## config.mk

```make
export PLATFORM = sky130hd
export DESIGN_NAME = tx_jabber_guard
export DESIGN_NICKNAME = d
export VERILOG_FILES = /design/src/rtl/jab_pkg.sv /design/src/rtl/jab_run_timer.sv /design/src/rtl/jab_quiet_timer.sv /design/src/rtl/jab_link_ticker.sv /design/src/rtl/tx_jabber_guard.sv
export SDC_FILE = /design/constraint.sdc
export NUM_CORES = 1
export LEC_CHECK = 0
export ABC_AREA = 1
export BUFFER_PORTS_ARGS = -buffer_cell sky130_fd_sc_hd__buf_2
export CORE_MARGIN = 5
export CORE_UTILIZATION = 40
export CTS_BUF_LIST = sky130_fd_sc_hd__clkbuf_8
export DETAILED_ROUTE_END_ITERATION = 8
export HOLD_SLACK_MARGIN = 0.15
export SLEW_MARGIN = 10
export SYNTH_ARGS = -nofsm -noshare
export SYNTH_HDL_FRONTEND = slang
export SYNTH_SLANG_ARGS = --single-unit
export TNS_END_PERCENT = 20
```

## constraint.sdc

```tcl
create_clock -name clk -period 2.47 [get_ports clk]
set_input_delay 0.6175 -clock clk [delete_from_list [all_inputs] [get_ports clk]]
set_output_delay 0.6175 -clock clk [all_outputs]
set_load 0.02 [all_outputs]
```

## src/rtl/jab_pkg.sv

```systemverilog
// Package: shared state type for the transmit jabber watchdog.
// Assumes: nothing beyond IEEE 1800-2017.
package jab_pkg;

    typedef enum logic [1:0] {
        ST_IDLE = 2'd0,
        ST_TX   = 2'd1,
        ST_JAB  = 2'd2
    } jab_state_e;

    // Counter width able to hold values 0..n.
    function automatic int unsigned cnt_width(input int unsigned n);
        return (n < 2) ? 1 : $clog2(n + 1);
    endfunction

endpackage

```

## src/rtl/jab_run_timer.sv

```systemverilog
// Module: jab_run_timer
// Counts consecutive cycles with the run request high.
// trip_o is raised in the cycle that would make the count exceed LIMIT_CYC.
// Assumes: LIMIT_CYC >= 1 and run_i synchronous to clk.
module jab_run_timer #(
    parameter int unsigned LIMIT_CYC = 200000
) (
    input  logic clk,
    input  logic rst_n,
    input  logic run_i,
    output logic trip_o
);
    localparam int unsigned W = jab_pkg::cnt_width(LIMIT_CYC);
    localparam logic [W-1:0] LIM = W'(LIMIT_CYC);

    logic [W-1:0] cnt_q;

    // Trip when the current high cycle comes after LIMIT_CYC earlier ones.
    always_comb trip_o = run_i && (cnt_q == LIM);

    // Count length of the current run; clear on a gap or a trip.
    always_ff @(posedge clk) begin
        if (!rst_n)
            cnt_q <= '0;
        else if (!run_i || trip_o)
            cnt_q <= '0;
        else
            cnt_q <= cnt_q + 1'b1;
    end

    AST_RUN_CNT_BOUND: assert property (@(posedge clk) disable iff (!rst_n)
        cnt_q <= LIM);
    AST_RUN_GAP_CLEARS: assert property (@(posedge clk) disable iff (!rst_n)
        !run_i |=> (cnt_q == '0));
endmodule

```

## src/rtl/jab_quiet_timer.sv

```systemverilog
// Module: jab_quiet_timer
// While armed, counts consecutive cycles without input activity.
// done_o is raised in the UNJAM_CYC-th silent cycle. Any activity restarts the count.
// Assumes: UNJAM_CYC >= 1.
module jab_quiet_timer #(
    parameter int unsigned UNJAM_CYC = 5000000
) (
    input  logic clk,
    input  logic rst_n,
    input  logic arm_i,
    input  logic busy_i,
    output logic done_o
);
    localparam int unsigned W = jab_pkg::cnt_width(UNJAM_CYC);
    localparam logic [W-1:0] LAST = W'(UNJAM_CYC - 1);

    logic [W-1:0] cnt_q;

    // Silence interval complete in this cycle.
    always_comb done_o = arm_i && !busy_i && (cnt_q == LAST);

    // Track the silent stretch; any activity, disarm or completion clears it.
    always_ff @(posedge clk) begin
        if (!rst_n)
            cnt_q <= '0;
        else if (!arm_i || busy_i || done_o)
            cnt_q <= '0;
        else
            cnt_q <= cnt_q + 1'b1;
    end

    AST_QUIET_BOUND: assert property (@(posedge clk) disable iff (!rst_n)
        cnt_q <= LAST);
    AST_QUIET_RESTART: assert property (@(posedge clk) disable iff (!rst_n)
        busy_i |=> (cnt_q == '0));
endmodule

```

## src/rtl/jab_link_ticker.sv

```systemverilog
// Module: jab_link_ticker
// Counts eligible idle cycles. At the end of every LINK_CYC of them it emits a
// one-cycle pulse, if allow_i is high at that point.
// Assumes: LINK_CYC >= 2.
module jab_link_ticker #(
    parameter int unsigned LINK_CYC = 160000
) (
    input  logic clk,
    input  logic rst_n,
    input  logic en_i,
    input  logic allow_i,
    output logic pulse_o
);
    localparam int unsigned W = jab_pkg::cnt_width(LINK_CYC);
    localparam logic [W-1:0] LAST = W'(LINK_CYC - 1);

    logic [W-1:0] cnt_q;
    logic         wrap;

    // Period boundary reached in this eligible cycle.
    always_comb wrap = en_i && (cnt_q == LAST);

    // Idle period counter; any non-eligible cycle restarts it.
    always_ff @(posedge clk) begin
        if (!rst_n)
            cnt_q <= '0;
        else if (!en_i || wrap)
            cnt_q <= '0;
        else
            cnt_q <= cnt_q + 1'b1;
    end

    // Registered single-cycle pulse request.
    always_ff @(posedge clk) begin
        if (!rst_n)
            pulse_o <= 1'b0;
        else
            pulse_o <= wrap && allow_i;
    end

    AST_PULSE_SINGLE: assert property (@(posedge clk) disable iff (!rst_n)
        pulse_o |=> !pulse_o);
    AST_PULSE_ALLOWED: assert property (@(posedge clk) disable iff (!rst_n)
        $rose(pulse_o) |-> $past(allow_i && en_i));
endmodule

```

## src/rtl/tx_jabber_guard.sv

```systemverilog
// Module: tx_jabber_guard (top)
// Supervises the transmit request: times each run, enters jabber when the run
// is too long, withholds transmit and loopback, and signals a collision while
// in jabber. It leaves jabber after a silent interval and gates the idle link pulses.
// Assumes: LIMIT_CYC >= 1, UNJAM_CYC >= 1, LINK_CYC >= 2, synchronous inputs.
module tx_jabber_guard #(
    parameter int unsigned LIMIT_CYC = 200000,
    parameter int unsigned UNJAM_CYC = 5000000,
    parameter int unsigned LINK_CYC  = 160000
) (
    input  logic clk,
    input  logic rst_n,
    input  logic tx_en_i,
    input  logic tx_data_i,
    input  logic li_en_i,
    input  logic lpbk_en_i,
    input  logic act_low_i,
    output logic tx_en_o,
    output logic lpbk_o,
    output logic col_o,
    output logic link_pulse_o,
    output logic jabber_o
);
    import jab_pkg::*;

    jab_state_e st_q, st_d;
    logic       in_jab;
    logic       run_req;
    logic       trip;
    logic       activity;
    logic       unjam_done;
    logic       link_en;
    logic       link_allow;

    always_comb in_jab   = (st_q == ST_JAB);
    always_comb run_req  = tx_en_i && !in_jab;
    always_comb activity = tx_en_i || tx_data_i;
    always_comb link_en  = !in_jab && !tx_en_i;
    always_comb link_allow = li_en_i && !lpbk_en_i;

    jab_run_timer #(.LIMIT_CYC(LIMIT_CYC)) u_run (
        .clk    (clk),
        .rst_n  (rst_n),
        .run_i  (run_req),
        .trip_o (trip)
    );

    jab_quiet_timer #(.UNJAM_CYC(UNJAM_CYC)) u_quiet (
        .clk    (clk),
        .rst_n  (rst_n),
        .arm_i  (in_jab),
        .busy_i (activity),
        .done_o (unjam_done)
    );

    jab_link_ticker #(.LINK_CYC(LINK_CYC)) u_link (
        .clk     (clk),
        .rst_n   (rst_n),
        .en_i    (link_en),
        .allow_i (link_allow),
        .pulse_o (link_pulse_o)
    );

    // Next-state selection for idle, transmitting and jabber.
    always_comb begin
        st_d = st_q;
        unique case (st_q)
            ST_IDLE: if (tx_en_i) st_d = trip ? ST_JAB : ST_TX;
            ST_TX:   if (trip) st_d = ST_JAB;
                     else if (!tx_en_i) st_d = ST_IDLE;
            ST_JAB:  if (unjam_done) st_d = ST_IDLE;
            default: st_d = ST_IDLE;
        endcase
    end

    // State register.
    always_ff @(posedge clk) begin
        if (!rst_n)
            st_q <= ST_IDLE;
        else
            st_q <= st_d;
    end

    // Output gating and polarity selection.
    always_comb begin
        tx_en_o  = tx_en_i && !in_jab;
        lpbk_o   = (lpbk_en_i && !in_jab) ^ act_low_i;
        col_o    = in_jab ^ act_low_i;
        jabber_o = in_jab;
    end

    AST_JAB_ENTRY_NEEDS_TX: assert property (@(posedge clk) disable iff (!rst_n)
        $rose(jabber_o) |-> $past(tx_en_i));
    AST_TX_BLOCKED: assert property (@(posedge clk) disable iff (!rst_n)
        jabber_o |-> !tx_en_o);
    AST_LPBK_BLOCKED: assert property (@(posedge clk) disable iff (!rst_n)
        jabber_o |-> (lpbk_o == act_low_i));
    AST_EXIT_AFTER_SILENCE: assert property (@(posedge clk) disable iff (!rst_n)
        $fell(jabber_o) |-> $past(!tx_en_i && !tx_data_i));
    AST_NO_PULSE_AFTER_TX: assert property (@(posedge clk) disable iff (!rst_n)
        tx_en_i |=> !link_pulse_o);
endmodule

```

# [Yosys cells after proc, flatten, opt, wreduce, memory -nomap -nowiden]
# Index checks and enable logic that the tools add are counted.
[word_totals] reg_bits=62 inputBits=7 wordCells=50
[classes] n_addsub=3 n_eq_ne=8 muxes=6 bitwise_logic=3 n_reduce_logical=25
[ops] op="18-bit by 1-bit adder with 18-bit output (second input constant)" n=2
[ops] op="18-bit == test (second input constant)" n=2
[ops] op="23-bit by 1-bit adder with 23-bit output (second input constant)" n=1
[ops] op="23-bit == test (second input constant)" n=1
[ops] op="2-bit two-way mux" n=5
[ops] op="1-bit logical AND" n=9
[ops] op="1-bit logical NOT" n=6
[ops] op="2-bit case mux with 3 select lines" n=1
[ops] op="2-bit OR reduction" n=3
[ops] op="1-bit logical OR" n=5
[ops] op="3-bit != test (second input constant)" n=1
[ops] op="3-bit AND reduction" n=1
[ops] op="2-bit by 1-bit == test with 1-bit output (second input constant)" n=1
[ops] op="2-bit == test (second input constant)" n=1
[ops] op="2-bit logical NOT" n=1
[ops] op="2-bit by 1-bit != test with 1-bit output (second input constant)" n=1
[ops] op="2-bit != test (second input constant)" n=1
[ops] op="1-bit bitwise XOR" n=2
[ops] op="1-bit inverter" n=1

# [Depth between registers and ports, before layout]
# Gate-level depths: netlist of the first run.
[logic_depth] word_depth=7 mapped_depth=10 mapped_depth_nobuf=10

# [By module]
# From an unflattened synthesis of the first run, not the netlist that was laid out.
[unflattened] cells_unflattened=500 area_unflattened_um2=3420.8
[by_module_without_submodules] mod="jab_quiet_timer" n_inst=1 cells_per_inst=195 area_each_um2=1285.0 seq_area_each_um2=460.4
[by_module_without_submodules] mod="jab_run_timer" n_inst=1 cells_per_inst=141 area_each_um2=1022.2 seq_area_each_um2=360.3
[by_module_without_submodules] mod="jab_link_ticker" n_inst=1 cells_per_inst=135 area_each_um2=948.4 seq_area_each_um2=380.4
[by_module_without_submodules] mod="tx_jabber_guard" n_inst=1 cells_per_inst=29 area_each_um2=165.2 seq_area_each_um2=40.0

# [Least setup slack after synthesis of the first run]
# OpenSTA, ideal clock, no wires.
[synth_timing] path_type="input port to output port" startpoint="in act_low_i" endpoint="out lpbk_o" arrival_time_ns=1.374 required_time_ns=1.852 slack_ns=0.479 path_stages=2 path_cell_list="xnor2_1 > o21ai_0"
[synth_via] elab_chain_len=1
[synth_lines] item="start: declaration" line_no="tx_jabber_guard.sv:17" source="input logic act_low_i,"
[synth_lines] item="1-bit bitwise XOR" line_no="tx_jabber_guard.sv:87" source="lpbk_o = (lpbk_en_i && !in_jab) ^ act_low_i;"
[synth_lines] item="end: declaration" line_no="tx_jabber_guard.sv:19" source="output logic lpbk_o,"
# No other way between the ends.

# [Worst setup path in the final report of the first run]
[layout_timing] startpoint="reg st_q[0]" endpoint="out tx_en_o"
[layout_via] elab_chain_len=3
[layout_lines] item="start: declaration" line_no="tx_jabber_guard.sv:26" source="jab_state_e st_q, st_d;"
[layout_lines] item="start signal: assignment" line_no="tx_jabber_guard.sv:81" source="st_q <= st_d;"
[layout_lines] item="2-bit == test" line_no="tx_jabber_guard.sv:35" source="always_comb in_jab = (st_q == ST_JAB);"
[layout_lines] item="1-bit logical NOT" line_no="tx_jabber_guard.sv:86" source="tx_en_o = tx_en_i && !in_jab;"
[layout_lines] item="1-bit logical AND" line_no="tx_jabber_guard.sv:86"
[layout_lines] item="end: declaration" line_no="tx_jabber_guard.sv:18" source="output logic tx_en_o,"
# No other way between the ends.

==> qor.txt, run 1 <==
Clk_lat worst skew: 0.34 ns
Total die area: 9860 um2
Syn Inst Count: 446
CP dominant cell by count: inv_1
Post-synth top area cell: dfxtp_1
Row count: 32
Vias: 2703
Non-filler cells, final: 572
Area contributors post-synth: dfxtp_1, nand2_1, nor2_1, inv_1, xor2_1
Min cycle time layout: 2.02 ns
Sink Count: 62
WS Path Type: reg -> out
IO buf count: 11
Placed cells: 556
Fmax: 0.495 GHz
Average cell area after synthesis: 7.15 um2
Worst Path Arrival: 1.40 ns
Main synth FF type: dfxtp_1
Sw Ratio: 0.249
First-pass GRT wire length: 11400 um
P&R area growth vs syn: 10.9%
I/O pin cnt: 12
Fillcell total: 813
Design area: 3540 um2
PostCTS Resize Cnt: 0
All-Layer GR Usage: 0.140
Slew headroom: 0.685
Die X: 99.3 um
Number of flops mapped to enable cells by yosys: 0
GRT overflow: 0
Sum Neg Setup Slack: 0 ns
Worst-Margin Slew: 0.472 ns
Mapped Area: 3190 um2
DRT antenna net count: 0
Root Buffer: clkbuf_8
Clock Pin Slew Worst Setup and Hold Paths: 0.08 ns
P_int: 1.42 mW
CP endpoint kind: primary output
CTS Hold Bufs: 0
Sw power: 469 uW
P_leak: 1.21 nW
Asr flop ratio synth: 0
Power per cell area: 533 nW/um2
Largest net degree at the start of global routing: 19
Placed Instance Area: 3350 um2
Max Root-Sink Buffers: 2
Die Y: 99.3 um
HP Class: reg -> reg
Post-synthesis register bit count: 62
Antenna diodes: 0
Syn_nets: 457
Max VDD drop: 0.000328 V
Drt wl/cell: 10.9 um
Initial Utilization: 0.411
Inserted Clock Buffers: 9
Status: finished, final reports clean
H-tree levels: 3
RSZ-0062 raised after global routing: no
Startpoint types: register
WP data required: 1.85 ns
CP cell instances: inv_1 > nand2_1 > inv_1 > nor2_4 > buf_2
Largest stage delay, worst path: 0.37 ns
DP Wirelength: 4700 um
Via density: 4.73
Sequential share of power: 0.536
Total of max-cap violations: 0
TritonCTS clock tree: built
Initial antenna violation count: 0
Final wirelength: 6250 um
Final setup vio count: 0
Critical path's slowest cell: dfxtp_1
DR pass1 iterations: 4
Synth cell types: 32
Logic gate share of total power: 0.028
DRT iter0 DRCs: 98
NumNets Final: 476
Vias in the first global route: 2581
Share of cells above drive strength 1: 0.140
Max-slew violations: 0
Postcts setup bufs: 0
Core Area: 7770 um2
GP Congestion: 0.854
Crit-path max FO: 4
Post-synthesis sequential area ratio: 0.389
Hold Vio Cnt, Final: 0
Part of the cycle the worst path needs: 0.817
Yosys Warn Count: 0
Clk pwr share: 0.437
DRC violations left: 0
Fin util: 0.456
Clk_skew: 0.0105 ns
Share of the synthesized area in the top cell type: 0.389
cell type report:
cell class                 count  area, um2  area share
multi-input combinational    324       1710       0.484
sequential                    62       1240       0.351
inverter                      56        210      0.0594
clock buffer                  10        138      0.0389
tap                          102        128      0.0361
timing repair buffer          12       62.6      0.0177
clock inverter                 6       46.3      0.0131
layer usage:
metal / routed length (um) / GRT usage
met5: 0 / 0
met4: 97 / 0.0536
met3: 277 / 0.0414
met2: 2770 / 0.223
met1: 3100 / 0.180
cells in the mapped netlist (6+ instances only):
library cell and instances:
inv_1 55, xor2_1 17, nand2_2 6, nand2_1 86, or2_0 6, nor2_2 15
nor2_1 68, nor3_1 18, a21oi_1 22, nand3_1 27, dfxtp_1 62, xnor2_1 6
nand4_1 14
final timing paths:
path	start	end	slack, ns	depth (start not counted)
setup / recovery	st_q[0]	tx_en_o	0.45	5
hold / removal	u_quiet.cnt_q[0]	u_quiet.cnt_q[0]	0.45	1
setup reg to reg	u_link.cnt_q[0]	u_link.cnt_q[15]	0.56	10
hold reg to reg	u_quiet.cnt_q[0]	u_quiet.cnt_q[0]	0.45	1
critical path, delay by kind of cell (launching register included):
family,cells,cell delay (ns)
buffers and inverters,3,0.41
flip-flops,1,0.37
AND/OR/NAND/NOR,2,0.30
registers in the layout, summed over array words and instances (netlist names):
name and count:
u_quiet.cnt_q 23, st_q 2, u_link.pulse_o 1, u_link.cnt_q 18, u_run.cnt_q 18
through the flow:
stage          hold slack (ns)  total power [mW]  worst slack (ns)
2_1_floorplan            0.418              1.07             0.479
3_3_place_gp             0.425              1.09             0.547
3_5_place_dp             0.439              1.09             0.480
4_1_cts                  0.456              1.91             0.403
5_1_grt                  0.479              1.97             0.304
6_report                 0.452              1.89             0.451
layout by cell type (no fill, tap or decap):
cell type	Yosys	final
nand3_1	27	27
nor2_2	15	15
dfxtp_1	62	62
or2_1	1	1
nand2_2	6	6
buf_2	3	11
nor3b_1	5	5
nand4_1	14	14
nand2_1	86	86
a21oi_1	22	22
or2_0	6	6
nor4_1	1	1
and3_1	1	1
xnor2_1	6	6
clkinvlp_4	0	5
inv_2	1	1
xor2_1	17	17
nand3b_1	2	2
buf_4	0	1
and2_1	1	1
nor3_4	2	2
or2_2	3	3
clkbuf_8	0	10
o21ai_0	5	5
inv_1	55	55
nor3_2	3	3
nand3_2	3	3
a21oi_2	1	1
nor3b_2	1	1
o21a_1	3	3
nor2_1	68	68
inv_6	0	1
nor2_4	3	3
ha_1	4	4
nor3_1	18	18
power groups by stage:
stage / logic (mW) / clock network, mW / registers [mW]
final: 0.0524 / 0.823 / 1.01
after global routing: 0.0606 / 0.898 / 1.01
after CTS: 0.0535 / 0.850 / 1.01
after detailed placement: 0.0533 / 0 / 1.03
after global placement: 0.0526 / 0 / 1.03
after floorplan: 0.0386 / 0 / 1.03
cells by family after synthesis:
group                    count (synthesis)  synth area share
adder cells (fa/ha/maj)                  4            0.0157
flip-flops                              62             0.389
XOR/XNOR                                23            0.0631
AO/OA/AOI/OAI                           31            0.0522
buffers and inverters                   60            0.0741
AND/OR/NAND/NOR                        266             0.406
No activity file was read; power rests on OpenSTA's default activity.
==> run 2, diff against run 1 <==
Settings changed: ABC_AREA 1 to 0.
Clock period 2.47 ns to 2 ns, I/O delays scaled along.
==> qor.txt, run 2 <==
Min cycle time layout: 1.91 ns
Initial Utilization: 0.416
Post-synth top area cell: dfxtp_1
Final setup vio count: 0
Fmax: 0.523 GHz
Vias: 2356
Final wirelength: 5450 um
Worst-Margin Slew: 0.460 ns
Max Root-Sink Buffers: 2
Largest register by flop count: u_quiet.cnt_q
Part of the cycle the worst path needs: 0.957
Inserted Clock Buffers: 9
Postcts setup bufs: 0
Initial antenna violation count: 0
Die X: 94.5 um
Max reg flops: 23
TritonCTS clock tree: built
Asr flop ratio synth: 0
IO buf count: 11
Drt wl/cell: 12.0 um
Clock Pin Slew Worst Setup and Hold Paths: 0.06 ns
WS Path Type: reg -> reg
Max-slew violations: 0
Core Area: 6870 um2
CTS Hold Bufs: 0
H-tree levels: 3
DRT iter0 DRCs: 57
DR pass1 iterations: 4
Share of the synthesized area in the top cell type: 0.435
Hold Vio Cnt, Final: 0
DP Wirelength: 3790 um
Status: finished, final reports clean
Mapped Area: 2860 um2
Largest registers: u_quiet.cnt_q: 23 flops, u_link.cnt_q: 18 flops, u_run.cnt_q: 18 flops
Average cell area after synthesis: 8.65 um2
Synth cell types: 36
Placed Instance Area: 3100 um2
Worst R2R Path Depth: 5
Fillcell total: 667
CP endpoint kind: register
Hold Path Depth: 3
Die Y: 94.5 um
Main synth FF type: dfxtp_1
Post-synthesis register bit count: 62
Power per cell area: 706 nW/um2
Row count: 30
Worst Path Arrival: 2.13 ns
Most frequent cells in the layout: dfxtp_1, nor2_1, a21oi_1, nand2_1, nand3_1
Syn Inst Count: 330
Design area: 3290 um2
Root Buffer: clkbuf_8
Yosys Warn Count: 0
Vias in the first global route: 2211
Total of max-cap violations: 0
Slew headroom: 0.689
P&R area growth vs syn: 15.1%
Max VDD drop: 0.000299 V
I/O pin cnt: 12
Most common cell in the netlist: dfxtp_1
Clk_skew: 0.0104 ns
Area contributors post-synth: dfxtp_1, nor2_1, xnor2_1, xor2_1, nand4_1
Startpoint types: register
Most common cell after layout, fill and taps aside: dfxtp_1
Syn_nets: 341
DRT antenna net count: 0
GP Congestion: 0.793
Share of cells above drive strength 1: 0.137
First-pass GRT wire length: 9940 um
Largest net degree at the start of global routing: 23
Post-synthesis sequential area ratio: 0.435
Number of flops mapped to enable cells by yosys: 0
DRC violations left: 0
Sink Count: 62
RSZ-0062 raised after global routing: no
HP Class: in -> reg
NumNets Final: 366
Sum Neg Setup Slack: 0 ns
Clk_lat worst skew: 0.33 ns
Antenna diodes: 0
All-Layer GR Usage: 0.139
Total die area: 8930 um2
GRT overflow: 0
Via density: 5.20
Crit-path max FO: 3
P_leak: 1.05 nW
WP data required: 2.22 ns
Top cells by count, synth: dfxtp_1, nor2_1, a21oi_1, nand2_1, nand3_1
-- run 2: kinds of logic (layout without fill, tap and decap cells) --
kind of cell               after synthesis  after routing  synth area share
and+or+nand+nor                        159            159             0.308
adders and majority gates                4              4            0.0175
xor gates and xnor gates                33             33             0.101
AOI/OAI and AO/OA                       50             50             0.107
DFF                                     62             62             0.435
buffers and inverters                   22             49            0.0315
-- run 2: worst paths after layout --
kind / slack [ns] / to / startpoint
max reg2reg: 0.09 / st_q[1] / u_quiet.cnt_q[0]
min: 0.43 / u_link.pulse_o / li_en_i
max: 0.09 / st_q[1] / u_quiet.cnt_q[0]
min reg2reg: 0.44 / u_link.cnt_q[0] / u_link.cnt_q[0]
-- run 2: final cells by class --
cell class | instances | area (um2) | share of cell area
Tap cell | 96 | 120 | 0.0365
Clock inverter | 3 | 38.8 | 0.0118
Timing Repair Buffer | 24 | 165 | 0.0502
Sequential cell | 62 | 1240 | 0.378
Inverter | 12 | 45.0 | 0.0137
Multi-Input combinational cell | 246 | 1540 | 0.467
Clock buffer | 10 | 138 | 0.0419
-- run 2: metal layers --
layer / track usage / share of wire / wire (um) / vias up
li1: - / - / - / 1236
met3: 0.0287 / 0.026 / 142 / 5
met2: 0.217 / 0.46 / 2510 / 22
met4: 0.0757 / 0.015 / 82 / 0
met5: 0 / 0 / 0 / -
met1: 0.181 / 0.50 / 2720 / 1093
-- run 2: power by group --
group	switching [mW]	internal [mW]	total [mW]
registers	0.00356	1.24	1.24
clock network	0.439	0.582	1.02
logic	0.0328	0.0220	0.0548
-- run 2: repair_timing --
item	4_1_cts	5_1_grt
gates cloned	0	0
setup endpoints to repair	1	23
resized for setup	1	3
-- run 2: worst max-delay path: stages (launching register included) --
cell     delay [ns]
dfxtp_2        0.36
ha_4           0.15
nand2_1        0.06
or4_4          0.54
or3_1          0.40
o311a_1        0.29
-- run 2: per-stage QoR --
| step | instances | power [mW] | util | setup WS [ns] | hold WS, ns |
|---|---|---|---|---|---|
| after floorplan | 330 | 1.30 | - | 0.0347 | 0.413 |
| after global placement | 440 | 1.33 | 0.451 | 0.0632 | 0.428 |
| after detailed placement | 440 | 1.33 | 0.451 | 0.00120 | 0.431 |
| after CTS | 453 | 2.36 | 0.477 | 0.00349 | 0.411 |
| after global routing | 453 | 2.43 | 0.479 | 0.00120 | 0.435 |
| final | 453 | 2.32 | 0.479 | 0.0867 | 0.433 |
==> run 3, diff against run 2 <==
Settings changed: SETUP_SLACK_MARGIN set to 0.15.
==> qor.txt, run 3 (synthesis results as in run 2) <==
IO buf count: 11
Startpoint types: register
NumNets Final: 363
Clk_skew: 0.00868 ns
P_leak: 1.05 nW
Max Root-Sink Buffers: 2
Worst Setup SP: u_quiet.cnt_q[0]
Clock Pin Slew Worst Setup and Hold Paths: 0.07 ns
I/O pin cnt: 12
Power per cell area: 754 nW/um2
Min cycle time layout: 1.85 ns
GP Congestion: 0.762
Multi-input gate area: 1550 um2
Row count: 30
Crit path capture: st_q[1]
Max-slew violations: 0
Root Buffer: clkbuf_8
Worst Path Arrival: 2.07 ns
Hold Vio Cnt, Final: 0
Reg-to-reg startpoint: u_quiet.cnt_q[0]
RSZ-0062 raised after global routing: yes
Via density: 5.22
Power, Total: 2.51 mW
Setup slack, reg-to-reg: 0.15 ns
CP endpoint kind: register
Die Y: 94.5 um
Clk_lat worst skew: 0.33 ns
GRT overflow: 0
DRT antenna net count: 0
DP Wirelength: 3780 um
DR pass1 iterations: 4
Total of max-cap violations: 0
Sum Neg Setup Slack: 0 ns
Final wirelength: 5440 um
Worst R2R Path Depth: 5
Part of the cycle the worst path needs: 0.925
PostCTS Resize Cnt: 4
Most frequent cells in the layout: dfxtp_1, nor2_1, a21oi_1, nand3_1, nand2_1
First-pass GRT wire length: 9180 um
Fmax: 0.541 GHz
Worst hold slack: 0.424 ns
Final setup vio count: 0
Worst-Margin Slew: 0.449 ns
CTS Hold Bufs: 0
Fillcell total: 667
CP cell instances: ha_4 > nand2_2 > or4_4 > or3_4 > o311a_1
Share of cells above drive strength 1: 0.154
WP depth: 5
Most common cell after layout, fill and taps aside: dfxtp_1
Sink Count: 62
DRC violations left: 0
Postcts setup bufs: 0
Initial antenna violation count: 0
Antenna diodes: 0
Core Area: 6870 um2
All-Layer GR Usage: 0.130
Largest net degree at the start of global routing: 19
Reg-to-Reg End: st_q[1]
Largest stage delay, worst path: 0.54 ns
Crit-path max FO: 3
Reg area: 1240 um2
HP Class: in -> reg
Total die area: 8930 um2
TritonCTS clock tree: built
Max reg flops: 23
Largest registers: u_quiet.cnt_q: 23 flops, u_link.cnt_q: 18 flops, u_run.cnt_q: 18 flops
Die X: 94.5 um
CP Buf/Inv Count: 0
Max VDD drop: 0.000358 V
WS Path Type: reg -> reg
Slew headroom: 0.696
Vias in the first global route: 2071
WP data required: 2.22 ns
Vias: 2364
Inserted Clock Buffers: 9
Top delay family on crit path: simple AND/OR/NAND/NOR gates
DRT iter0 DRCs: 80
P&R area growth vs syn: 16.6%
Drt wl/cell: 12.0 um
Status: finished, final reports clean
Initial Utilization: 0.416
Critical path's slowest cell: or4_4
H-tree levels: 3
Largest register by flop count: u_quiet.cnt_q
[run 3: cell type report]
type | count | area share
multi-input combinational | 246 | 0.467
sequential | 62 | 0.374
timing repair buffer | 21 | 0.0429
clock buffer | 10 | 0.0414
tap | 96 | 0.0361
clock inverter | 6 | 0.0256
inverter | 12 | 0.0135
[run 3: how the worst min path moves through the flow]
stage	slack, ns	cells past startpoint	end	from
after global placement	0.43	1	st_q[0]	st_q[1]
after global routing	0.41	3	u_link.pulse_o	li_en_i
after CTS	0.41	3	u_link.pulse_o	li_en_i
final	0.42	3	u_link.pulse_o	li_en_i
after floorplan	0.41	1	u_link.cnt_q[0]	u_link.cnt_q[0]
after detailed placement	0.44	1	u_link.cnt_q[0]	u_link.cnt_q[0]
[run 3: stage by stage]
step	util	area [um2]	std cells	setup slack, ns
final	0.485	3330	453	0.150
after global routing	0.485	3330	453	0.0882
after CTS	0.483	3320	453	0.132
after detailed placement	0.448	3080	437	0.0743
after global placement	0.448	3080	437	0.139
after floorplan	-	2860	330	0.136
[run 3: tightest hold or removal path: stages]
cell and delay (ns):
buf_2 0.10, nand3b_1 0.08, nor4_1 0.04
[run 3: layer usage]
metal  global-route usage  vias to the layer above  part of all wire
met1                0.166                     1102              0.51
met2                0.195                       25              0.44
met4               0.0553                        0             0.015
met3               0.0486                        8             0.036
met5                    0                        -                 0
li1                     -                     1229                 -
[run 3: where the power goes]
part,internal [mW],switching (mW),leakage [nW]
Clock,0.730,0.479,0.108
Combinational,0.0233,0.0330,0.441
Sequential,1.24,0.00355,0.502
